`config.mk`:
```
export PLATFORM = sky130hd
export DESIGN_NAME = tdma_ni
export DESIGN_NICKNAME = d
export VERILOG_FILES = /design/src/rtl/ni_pkg.sv /design/src/rtl/ni_fifo.sv /design/src/rtl/ni_slot_table.sv /design/src/rtl/ni_credit.sv /design/src/rtl/tdma_ni.sv
export SDC_FILE = /design/constraint.sdc
export NUM_CORES = 2
export LEC_CHECK = 0
export ABC_CLOCK_PERIOD_IN_PS = 11100
export BUFFER_PORTS_ARGS = -buffer_cell sky130_fd_sc_hd__buf_2
export CORE_MARGIN = 10
export CORE_UTILIZATION = 60
export DETAILED_ROUTE_END_ITERATION = 6
export GPL_TIMING_DRIVEN = 0
export PLACE_DENSITY = 0.83
export SLEW_MARGIN = 25
export SYNTH_ARGS = -nofsm -noshare
export SYNTH_HDL_FRONTEND = slang
export SYNTH_MEMORY_MAX_BITS = 65536
export SYNTH_SLANG_ARGS = --single-unit
```
`constraint.sdc`:
```
create_clock -name clk -period 11.1 [get_ports clk]
set_clock_uncertainty 0.15 [all_clocks]
set_input_delay 0.555 -clock clk [delete_from_list [all_inputs] [get_ports clk]]
set_output_delay 0.555 -clock clk [all_outputs]
set_load 0.03 [all_outputs]
```
`src/rtl/ni_pkg.sv`:
```
package ni_pkg;
  // width of the returned-credit field at the bottom of a header word
  localparam int CRED_FIELD_W = 5;

  function automatic int idx_w(input int n);
    return (n > 1) ? $clog2(n) : 1;
  endfunction
endpackage

```
`src/rtl/ni_fifo.sv`:
```
module ni_fifo #(
  parameter int W     = 16,
  parameter int DEPTH = 8
) (
  input  logic         clk,
  input  logic         rst_n,
  input  logic         push,
  input  logic [W-1:0] din,
  input  logic         pop,
  output logic [W-1:0] dout,
  output logic         full,
  output logic         empty
);
  localparam int PW = ni_pkg::idx_w(DEPTH);
  localparam int NW = $clog2(DEPTH + 1);

  logic [W-1:0]  mem [DEPTH];
  logic [PW-1:0] wr_q, rd_q;
  logic [NW-1:0] cnt_q;

  assign empty = (cnt_q == '0);
  assign full  = (int'(cnt_q) == DEPTH);
  assign dout  = mem[rd_q];

  function automatic logic [PW-1:0] bump(input logic [PW-1:0] p);
    return (int'(p) == DEPTH - 1) ? '0 : p + 1'b1;
  endfunction

  always_ff @(posedge clk) begin
    if (!rst_n) begin
      wr_q  <= '0;
      rd_q  <= '0;
      cnt_q <= '0;
    end else begin
      if (push && !full) begin
        mem[wr_q] <= din;
        wr_q      <= bump(wr_q);
      end
      if (pop && !empty) rd_q <= bump(rd_q);
      cnt_q <= cnt_q + NW'(push && !full) - NW'(pop && !empty);
    end
  end
endmodule

```
`src/rtl/ni_slot_table.sv`:
```
module ni_slot_table #(
  parameter int NCONN     = 2,
  parameter int SLOTS_MAX = 4,
  parameter int WPS       = 3,
  parameter int CW        = ni_pkg::idx_w(NCONN),
  parameter int AW        = ni_pkg::idx_w(SLOTS_MAX),
  parameter int LW        = $clog2(SLOTS_MAX + 1)
) (
  input  logic          clk,
  input  logic          rst_n,
  input  logic          run,
  input  logic          cfg_we,
  input  logic [AW-1:0] cfg_addr,
  input  logic [CW-1:0] cfg_owner,
  input  logic          cfg_len_we,
  input  logic [LW-1:0] cfg_len,
  output logic [CW-1:0] owner,
  output logic [CW-1:0] prev_owner,
  output logic          first
);
  localparam int WW = ni_pkg::idx_w(WPS);

  logic [CW-1:0] tbl [SLOTS_MAX];
  logic [LW-1:0] len_q;
  logic [AW-1:0] slot_q, prev_idx;
  logic [WW-1:0] word_q;
  logic          last_word, last_slot;

  assign last_word  = (int'(word_q) == WPS - 1);
  assign last_slot  = (int'(slot_q) + 1 >= int'(len_q));
  assign prev_idx   = (slot_q == '0) ? AW'(int'(len_q) - 1) : slot_q - 1'b1;
  assign owner      = tbl[slot_q];
  assign prev_owner = tbl[prev_idx];
  assign first      = (word_q == '0);

  always_ff @(posedge clk) begin
    if (!rst_n) begin
      for (int i = 0; i < SLOTS_MAX; i++) tbl[i] <= '0;
      len_q  <= LW'(1);
      slot_q <= '0;
      word_q <= '0;
    end else if (!run) begin
      slot_q <= '0;
      word_q <= '0;
      if (cfg_we && int'(cfg_addr) < SLOTS_MAX) tbl[cfg_addr] <= cfg_owner;
      if (cfg_len_we && cfg_len != '0 && int'(cfg_len) <= SLOTS_MAX) len_q <= cfg_len;
    end else if (last_word) begin
      word_q <= '0;
      slot_q <= last_slot ? '0 : slot_q + 1'b1;
    end else begin
      word_q <= word_q + 1'b1;
    end
  end

  // length is frozen while slots are running
  a_r3_len_frozen: assert property (@(posedge clk) disable iff (!rst_n)
    run |=> $stable(len_q));
  // the running slot index stays inside the active part of the table
  a_r2_slot_in_range: assert property (@(posedge clk) disable iff (!rst_n)
    run |-> int'(slot_q) < int'(len_q));
endmodule

```
`src/rtl/ni_credit.sv`:
```
module ni_credit #(
  parameter int RMT_DEPTH = 8,
  parameter int CNT_W     = $clog2(RMT_DEPTH + 1) + 1,
  parameter int FW        = ni_pkg::CRED_FIELD_W
) (
  input  logic             clk,
  input  logic             rst_n,
  input  logic             dec,
  input  logic             add_en,
  input  logic [FW-1:0]    add_val,
  input  logic             pop,
  input  logic             ret,
  output logic [CNT_W-1:0] space,
  output logic             pend_nz,
  output logic [FW-1:0]    ret_amt
);
  localparam int CAP = (1 << FW) - 1;

  logic [CNT_W-1:0] space_q, pend_q;

  assign space   = space_q;
  assign pend_nz = (pend_q != '0);
  assign ret_amt = (int'(pend_q) > CAP) ? FW'(CAP) : FW'(pend_q);

  always_ff @(posedge clk) begin
    if (!rst_n) begin
      space_q <= CNT_W'(RMT_DEPTH);
      pend_q  <= '0;
    end else begin
      space_q <= space_q - CNT_W'(dec) + (add_en ? CNT_W'(add_val) : '0);
      pend_q  <= pend_q + CNT_W'(pop) - (ret ? CNT_W'(ret_amt) : '0);
    end
  end

  // never spend a word of remote space that is not there
  a_r5_no_spend_at_zero: assert property (@(posedge clk) disable iff (!rst_n)
    dec |-> space_q != '0);
  // a drained word with no header going out raises the owed count by one
  a_r7_pend_step: assert property (@(posedge clk) disable iff (!rst_n)
    (pop && !ret) |=> pend_q == $past(pend_q) + 1'b1);
  // returned credits never exceed the far queue depth
  a_r8_space_bound: assert property (@(posedge clk) disable iff (!rst_n)
    int'(space_q) <= RMT_DEPTH);
endmodule

```
`src/rtl/tdma_ni.sv`:
```
module tdma_ni #(
  parameter int NCONN     = 2,
  parameter int DW        = 16,
  parameter int WPS       = 3,
  parameter int SLOTS_MAX = 4,
  parameter int QDEPTH    = 64,
  parameter int RMT_DEPTH = 40,
  parameter int CW        = ni_pkg::idx_w(NCONN),
  parameter int AW        = ni_pkg::idx_w(SLOTS_MAX),
  parameter int LW        = $clog2(SLOTS_MAX + 1)
) (
  input  logic                clk,
  input  logic                rst_n,
  input  logic                run,
  input  logic                cfg_we,
  input  logic [AW-1:0]       cfg_addr,
  input  logic [CW-1:0]       cfg_owner,
  input  logic                cfg_len_we,
  input  logic [LW-1:0]       cfg_len,
  input  logic [NCONN-1:0]    in_valid,
  output logic [NCONN-1:0]    in_ready,
  input  logic [NCONN*DW-1:0] in_data,
  output logic                lnk_out_valid,
  output logic                lnk_out_hdr,
  output logic [DW-1:0]       lnk_out_data,
  input  logic                lnk_in_valid,
  input  logic                lnk_in_hdr,
  input  logic [DW-1:0]       lnk_in_data,
  output logic [NCONN-1:0]    rx_valid,
  input  logic [NCONN-1:0]    rx_ready,
  output logic [NCONN*DW-1:0] rx_data
);
  localparam int FW    = ni_pkg::CRED_FIELD_W;
  localparam int CNT_W = $clog2(RMT_DEPTH + 1) + 1;

  logic [CW-1:0]    owner, prev_owner, rx_cur, in_id;
  logic             first;
  logic [NCONN-1:0] tx_full, tx_empty, tx_pop, rx_full, rx_empty, rx_pop, rx_push;
  logic [NCONN-1:0] cred_add, hdr_ret, pend_nz;
  logic [DW-1:0]    tx_dout [NCONN];
  logic [DW-1:0]    rx_dout [NCONN];
  logic [CNT_W-1:0] space [NCONN];
  logic [FW-1:0]    ret_amt [NCONN];

  logic             own_have, own_pend, rx_full_cur, cont, hdr_now, pay_now, pkt_q;
  logic [FW-1:0]    own_amt;
  logic [DW-1:0]    own_word, hdr_word;

  ni_slot_table #(.NCONN(NCONN), .SLOTS_MAX(SLOTS_MAX), .WPS(WPS),
                  .CW(CW), .AW(AW), .LW(LW)) i_table (
    .clk, .rst_n, .run, .cfg_we, .cfg_addr, .cfg_owner, .cfg_len_we, .cfg_len,
    .owner, .prev_owner, .first
  );

  assign in_id = lnk_in_data[FW +: CW];

  for (genvar c = 0; c < NCONN; c++) begin : g_conn
    assign in_ready[c] = !tx_full[c];
    assign tx_pop[c]   = pay_now && (owner == CW'(c));
    assign hdr_ret[c]  = hdr_now && (owner == CW'(c));
    assign rx_push[c]  = lnk_in_valid && !lnk_in_hdr && (rx_cur == CW'(c));
    assign cred_add[c] = lnk_in_valid && lnk_in_hdr && (in_id == CW'(c));
    assign rx_valid[c] = !rx_empty[c];
    assign rx_pop[c]   = rx_valid[c] && rx_ready[c];
    assign rx_data[c*DW +: DW] = rx_dout[c];

    ni_fifo #(.W(DW), .DEPTH(QDEPTH)) i_txq (
      .clk, .rst_n, .push(in_valid[c] && in_ready[c]), .din(in_data[c*DW +: DW]),
      .pop(tx_pop[c]), .dout(tx_dout[c]), .full(tx_full[c]), .empty(tx_empty[c])
    );
    ni_fifo #(.W(DW), .DEPTH(QDEPTH)) i_rxq (
      .clk, .rst_n, .push(rx_push[c]), .din(lnk_in_data),
      .pop(rx_pop[c]), .dout(rx_dout[c]), .full(rx_full[c]), .empty(rx_empty[c])
    );
    ni_credit #(.RMT_DEPTH(RMT_DEPTH), .CNT_W(CNT_W), .FW(FW)) i_cred (
      .clk, .rst_n, .dec(tx_pop[c]), .add_en(cred_add[c]),
      .add_val(lnk_in_data[FW-1:0]), .pop(rx_pop[c]), .ret(hdr_ret[c]),
      .space(space[c]), .pend_nz(pend_nz[c]), .ret_amt(ret_amt[c])
    );
  end

  // state of the slot owner and of the connection currently receiving
  always_comb begin
    own_have    = 1'b0;
    own_pend    = 1'b0;
    own_amt     = '0;
    own_word    = '0;
    rx_full_cur = 1'b0;
    for (int c = 0; c < NCONN; c++) begin
      if (owner == CW'(c)) begin
        own_have = !tx_empty[c] && (space[c] != '0);
        own_pend = pend_nz[c];
        own_amt  = ret_amt[c];
        own_word = tx_dout[c];
      end
      if (rx_cur == CW'(c)) rx_full_cur = rx_full[c];
    end
  end

  always_comb begin
    hdr_word            = '0;
    hdr_word[FW-1:0]    = own_amt;
    hdr_word[FW +: CW]  = owner;
  end

  // continuation: same owner as the previous slot, a packet was open there, nothing owed
  assign cont    = pkt_q && (prev_owner == owner) && !own_pend;
  assign hdr_now = run && first && !cont && (own_have || own_pend);
  assign pay_now = run && own_have && (first ? cont : pkt_q);

  always_ff @(posedge clk) begin
    if (!rst_n) begin
      pkt_q         <= 1'b0;
      rx_cur        <= '0;
      lnk_out_valid <= 1'b0;
      lnk_out_hdr   <= 1'b0;
      lnk_out_data  <= '0;
    end else begin
      if (!run)       pkt_q <= 1'b0;
      else if (first) pkt_q <= cont || hdr_now;
      if (lnk_in_valid && lnk_in_hdr) rx_cur <= in_id;
      lnk_out_valid <= hdr_now || pay_now;
      lnk_out_hdr   <= hdr_now;
      lnk_out_data  <= hdr_now ? hdr_word : own_word;
    end
  end

  // a header only ever leaves as the first word of a slot
  a_r4_hdr_at_slot_start: assert property (@(posedge clk) disable iff (!rst_n)
    (lnk_out_valid && lnk_out_hdr) |-> $past(first));
  // nothing on the link after a cycle with run low
  a_r10_quiet_when_idle: assert property (@(posedge clk) disable iff (!rst_n)
    !$past(run) |-> !lnk_out_valid);
  // the far end never sends payload into a full receive queue
  a_r8_rx_room: assert property (@(posedge clk) disable iff (!rst_n)
    (lnk_in_valid && !lnk_in_hdr) |-> !rx_full_cur);
endmodule

```
==> results.sh <==
export IMPL_vias_per_cell=7.39
export IMPL_ys_warn_count=0
export IMPL_first_pass_iters=7
export IMPL_tightest_slew_ps=1220
export IMPL_r2r_start="i_table.slot_q[0]"
export IMPL_tritoncts="done"
export IMPL_routedWlPerCell_um=40.7
export IMPL_synth_area_leaders="edfxtp_1, mux4_2, dfxtp_1"
export IMPL_rows=192
export IMPL_final_critical_path_setup_slack_ps=5330
export IMPL_fmax_mhz=173
export IMPL_path_clk_slew_ps=70
export IMPL_first_iter_violations=16290
export IMPL_dp_hpwl_um=269000
export IMPL_hold_path_class="in2reg"
export IMPL_die_area_um2=296000
export IMPL_endpoint="rx_data[1]"
export IMPL_synthCells=7289
export IMPL_start_util_pct=60.2
export IMPL_ff2ff_path_depth=16
export IMPL_antenna_found_initial=40
export IMPL_finalCritPeriodShare_pct=52.0
export IMPL_crit_fanout=10
export IMPL_ys_flop_type="edfxtp_1"
export IMPL_clk_latency_ps=960
export IMPL_netlist_area_leader_share_pct=74.7
export IMPL_area_delta_synth_final_pct=13.4
export IMPL_p_total_mw=36.5
export IMPL_crit_type="reg2out"
export IMPL_whs_ps=1.64
export IMPL_gp_routability_congestion=0.934
export IMPL_yosysMostFrequentCell="edfxtp_1"
export IMPL_final_nets=8175
export IMPL_core_area_um2=274000
export IMPL_path_buf_inv=3
export IMPL_worstPathArrival_ps=5070
export IMPL_place_ws_ps=6130
export IMPL_grt_pass1_wl_um=688000
export IMPL_cp_cell_sequence="clkbuf_1 -> clkbuf_1 -> mux4_2 -> mux4_2 -> mux4_2 -> buf_2"
export IMPL_synth_edf_count=4097
export IMPL_synth_area_leader_cell="edfxtp_1"
export IMPL_startpoint_type="flop"
export IMPL_drc_errors=279
export IMPL_critical_path_required_ps=10400
export IMPL_end_kind="primary output"
export IMPL_overflow=0
export IMPL_path_common_cell="mux4_2"
export IMPL_grt_usage_pct=32.8
export IMPL_grt_max_degree=97
export IMPL_drive_gt1_share_pct=31.2
export IMPL_grt_pass1_vias=89352
export IMPL_cts_buffer_depth=4
export IMPL_crit_cells=6
export IMPL_max_vdd_ir_drop_mv=0.202
export IMPL_ctsResizeCount=0
export IMPL_avgSynthCellArea_um2=22.6
export IMPL_slowest_delay_ps=940
export IMPL_yosysSeqAreaShare_pct=76.6
export IMPL_routed_wl_um=487000
export IMPL_fill_cells=14789
export IMPL_netlist_area_um2=165000
export IMPL_cts_buffers=402
export IMPL_post_cts_buffers=0
export IMPL_r2r_end="g_conn[0].i_cred.pend_q[6]"
export IMPL_hold_violations=0
export IMPL_status="finished with violations"
export IMPL_fin_setup_tns_ps=0
export IMPL_ys_ff_latch=4257
export IMPL_powerDensity_nw_per_um2=196
export IMPL_cts_root_buf="clkbuf_16"
export IMPL_via_count=88279
export IMPL_rsz0062_at_grt="false"
export IMPL_clock_sinks=4257
export IMPL_die_w_um=544
export IMPL_setup_violations=0
export IMPL_synth_distinct_cells=64
export IMPL_async_flop_share_pct=0
export IMPL_io_buffers=118
export IMPL_leakagePower_nw=57.3
export IMPL_ant_nets=0
export IMPL_relSlewSlack_pct=18.4
export IMPL_fin_crit_ps=5770
export IMPL_cap_violations=0
export IMPL_violations="DRC"
export IMPL_slowest_stage="clkbuf_1"
export IMPL_syn_nets=7458
export IMPL_reg2reg_slack_ps=5990
export IMPL_slew_violations=0
export IMPL_pin_count=119
export IMPL_crit_family="buffers and inverters"
export IMPL_htreeDepth=5
export IMPL_die_h_um=544
export IMPL_synthTopCellsByCount="edfxtp_1, mux4_2, nor2_1"
==> layer usage <==
layer / part of all wire [%] / track usage [%] / vias up
met2: 48 / 52.9 / 8985
met1: 31 / 40.1 / 44936
met5: 0.063 / 0.0321 / -
met3: 13 / 9.39 / 2164
li1: - / - / 32156
met4: 7.8 / 18.5 / 38
==> logic make-up (layout without fill, tap and decap cells) <==
kind of cell,Yosys count,after routing,synth area share [%]
DFF,4257,4257,76.6
buffers and inverters,492,1542,1.33
muxes,1321,1321,17.6
other,0,20,0
xor gates and xnor gates,56,56,0.298
AOI/OAI and AO/OA,328,328,1.32
and+or+nand+nor,731,731,2.00
adders and majority gates,104,104,0.826
==> cells in the final DEF (no fill, tap or decap), types with 29 or more instances in the layout <==
master,count
inv_1,121
xor2_1,29
nor2_2,212
a22o_1,47
edfxtp_1,4097
mux4_2,1265
dfxtp_1,160
buf_1,62
o21ai_0,31
nand3_1,43
buf_2,185
buf_4,60
clkbuf_1,205
nor2_4,44
clkbuf_16,419
clkinv_1,72
clkinv_2,69
ha_1,96
buf_6,118
nand2_1,144
mux2i_1,49
buf_8,59
bufinv_16,35
dlygate4sd3_1,29
nor2_1,104
a22oi_1,47
a21oi_1,100
==> worst register-to-register path: stages (launching register included) <==
cell and delay [ps]:
dfxtp_1 390, inv_1 90, ha_1 230, mux2i_1 210, mux4_2 640, mux2i_1 290
o211ai_1 520, nor2_1 680, nand2_1 140, ha_1 340, fa_1 410, a21o_1 180
a21oi_1 230, o21bai_1 100, a21oi_1 190, xnor2_1 140, nor2_1 50
==> registers in the layout, indices dropped and copies added, names as in the netlist, named ones only <==
name	flops
g_conn.i_rxq.mem	2048
g_conn.i_txq.mem	2048
lnk_out_data	16
g_conn.i_cred.pend_q	14
g_conn.i_cred.space	14
g_conn.i_rxq.cnt_q	14
g_conn.i_txq.cnt_q	14
g_conn.i_rxq.rd_q	12
g_conn.i_rxq.wr_q	12
g_conn.i_txq.rd_q	12
g_conn.i_txq.wr_q	12
i_table.tbl	4
i_table.len_q	3
i_table.slot_q	2
i_table.word_q	2
lnk_out_hdr	1
lnk_out_valid	1
pkt_q	1
rx_cur	1
==> worst min-delay path by stage <==
stage | slack [ps] | cells after the start | start | end
3_5_place_dp | 270 | 1 | i_table.word_q[0] | i_table.word_q[0]
6_report | 2 | 1 | in_data[1] | g_conn[0].i_txq.mem[34][1]
5_1_grt | 20 | 1 | in_data[5] | g_conn[0].i_txq.mem[47][5]
3_3_place_gp | 260 | 1 | i_table.word_q[0] | i_table.word_q[0]
2_1_floorplan | 250 | 1 | i_table.word_q[0] | i_table.word_q[0]
4_1_cts | 40 | 1 | in_data[8] | g_conn[0].i_txq.mem[41][8]
==> repair_timing <==
item                                   CTS  global route
setup endpoints to repair                0             0
endpoints found under the hold margin  677             0
hold buffers                            29             0
==> cell type report <==
cell class	count	area, um^2	share of cell area [%]
tap	3589	4490	2.40
clock buffer	512	11100	5.92
sequential	4257	126000	67.6
antenna	20	50.0	0.0268
buffer	368	1750	0.939
timing repair buffer	313	3390	1.82
multi-input combinational	2540	37300	19.9
inverter	124	465	0.249
clock inverter	225	2140	1.14
==> power by group <==
group	leakage, nW	switching, mW	internal [mW]
sequential	38.1	0.0890	17.7
combinational	12.7	2.71	1.90
clock	6.44	6.24	7.88
total	57.3	9.04	27.5
==> per-stage QoR <==
stage / instance area [um^2] / cells / util (%)
5_1_grt: 187000 / 11932 / 68.3
3_5_place_dp: 173000 / 11159 / 63.3
2_1_floorplan: 165000 / 7289 / -
6_report: 187000 / 11948 / 68.3
4_1_cts: 187000 / 11925 / 68.2
3_3_place_gp: 170000 / 10996 / 62.1
No activity file was read; power rests on OpenSTA's default activity.
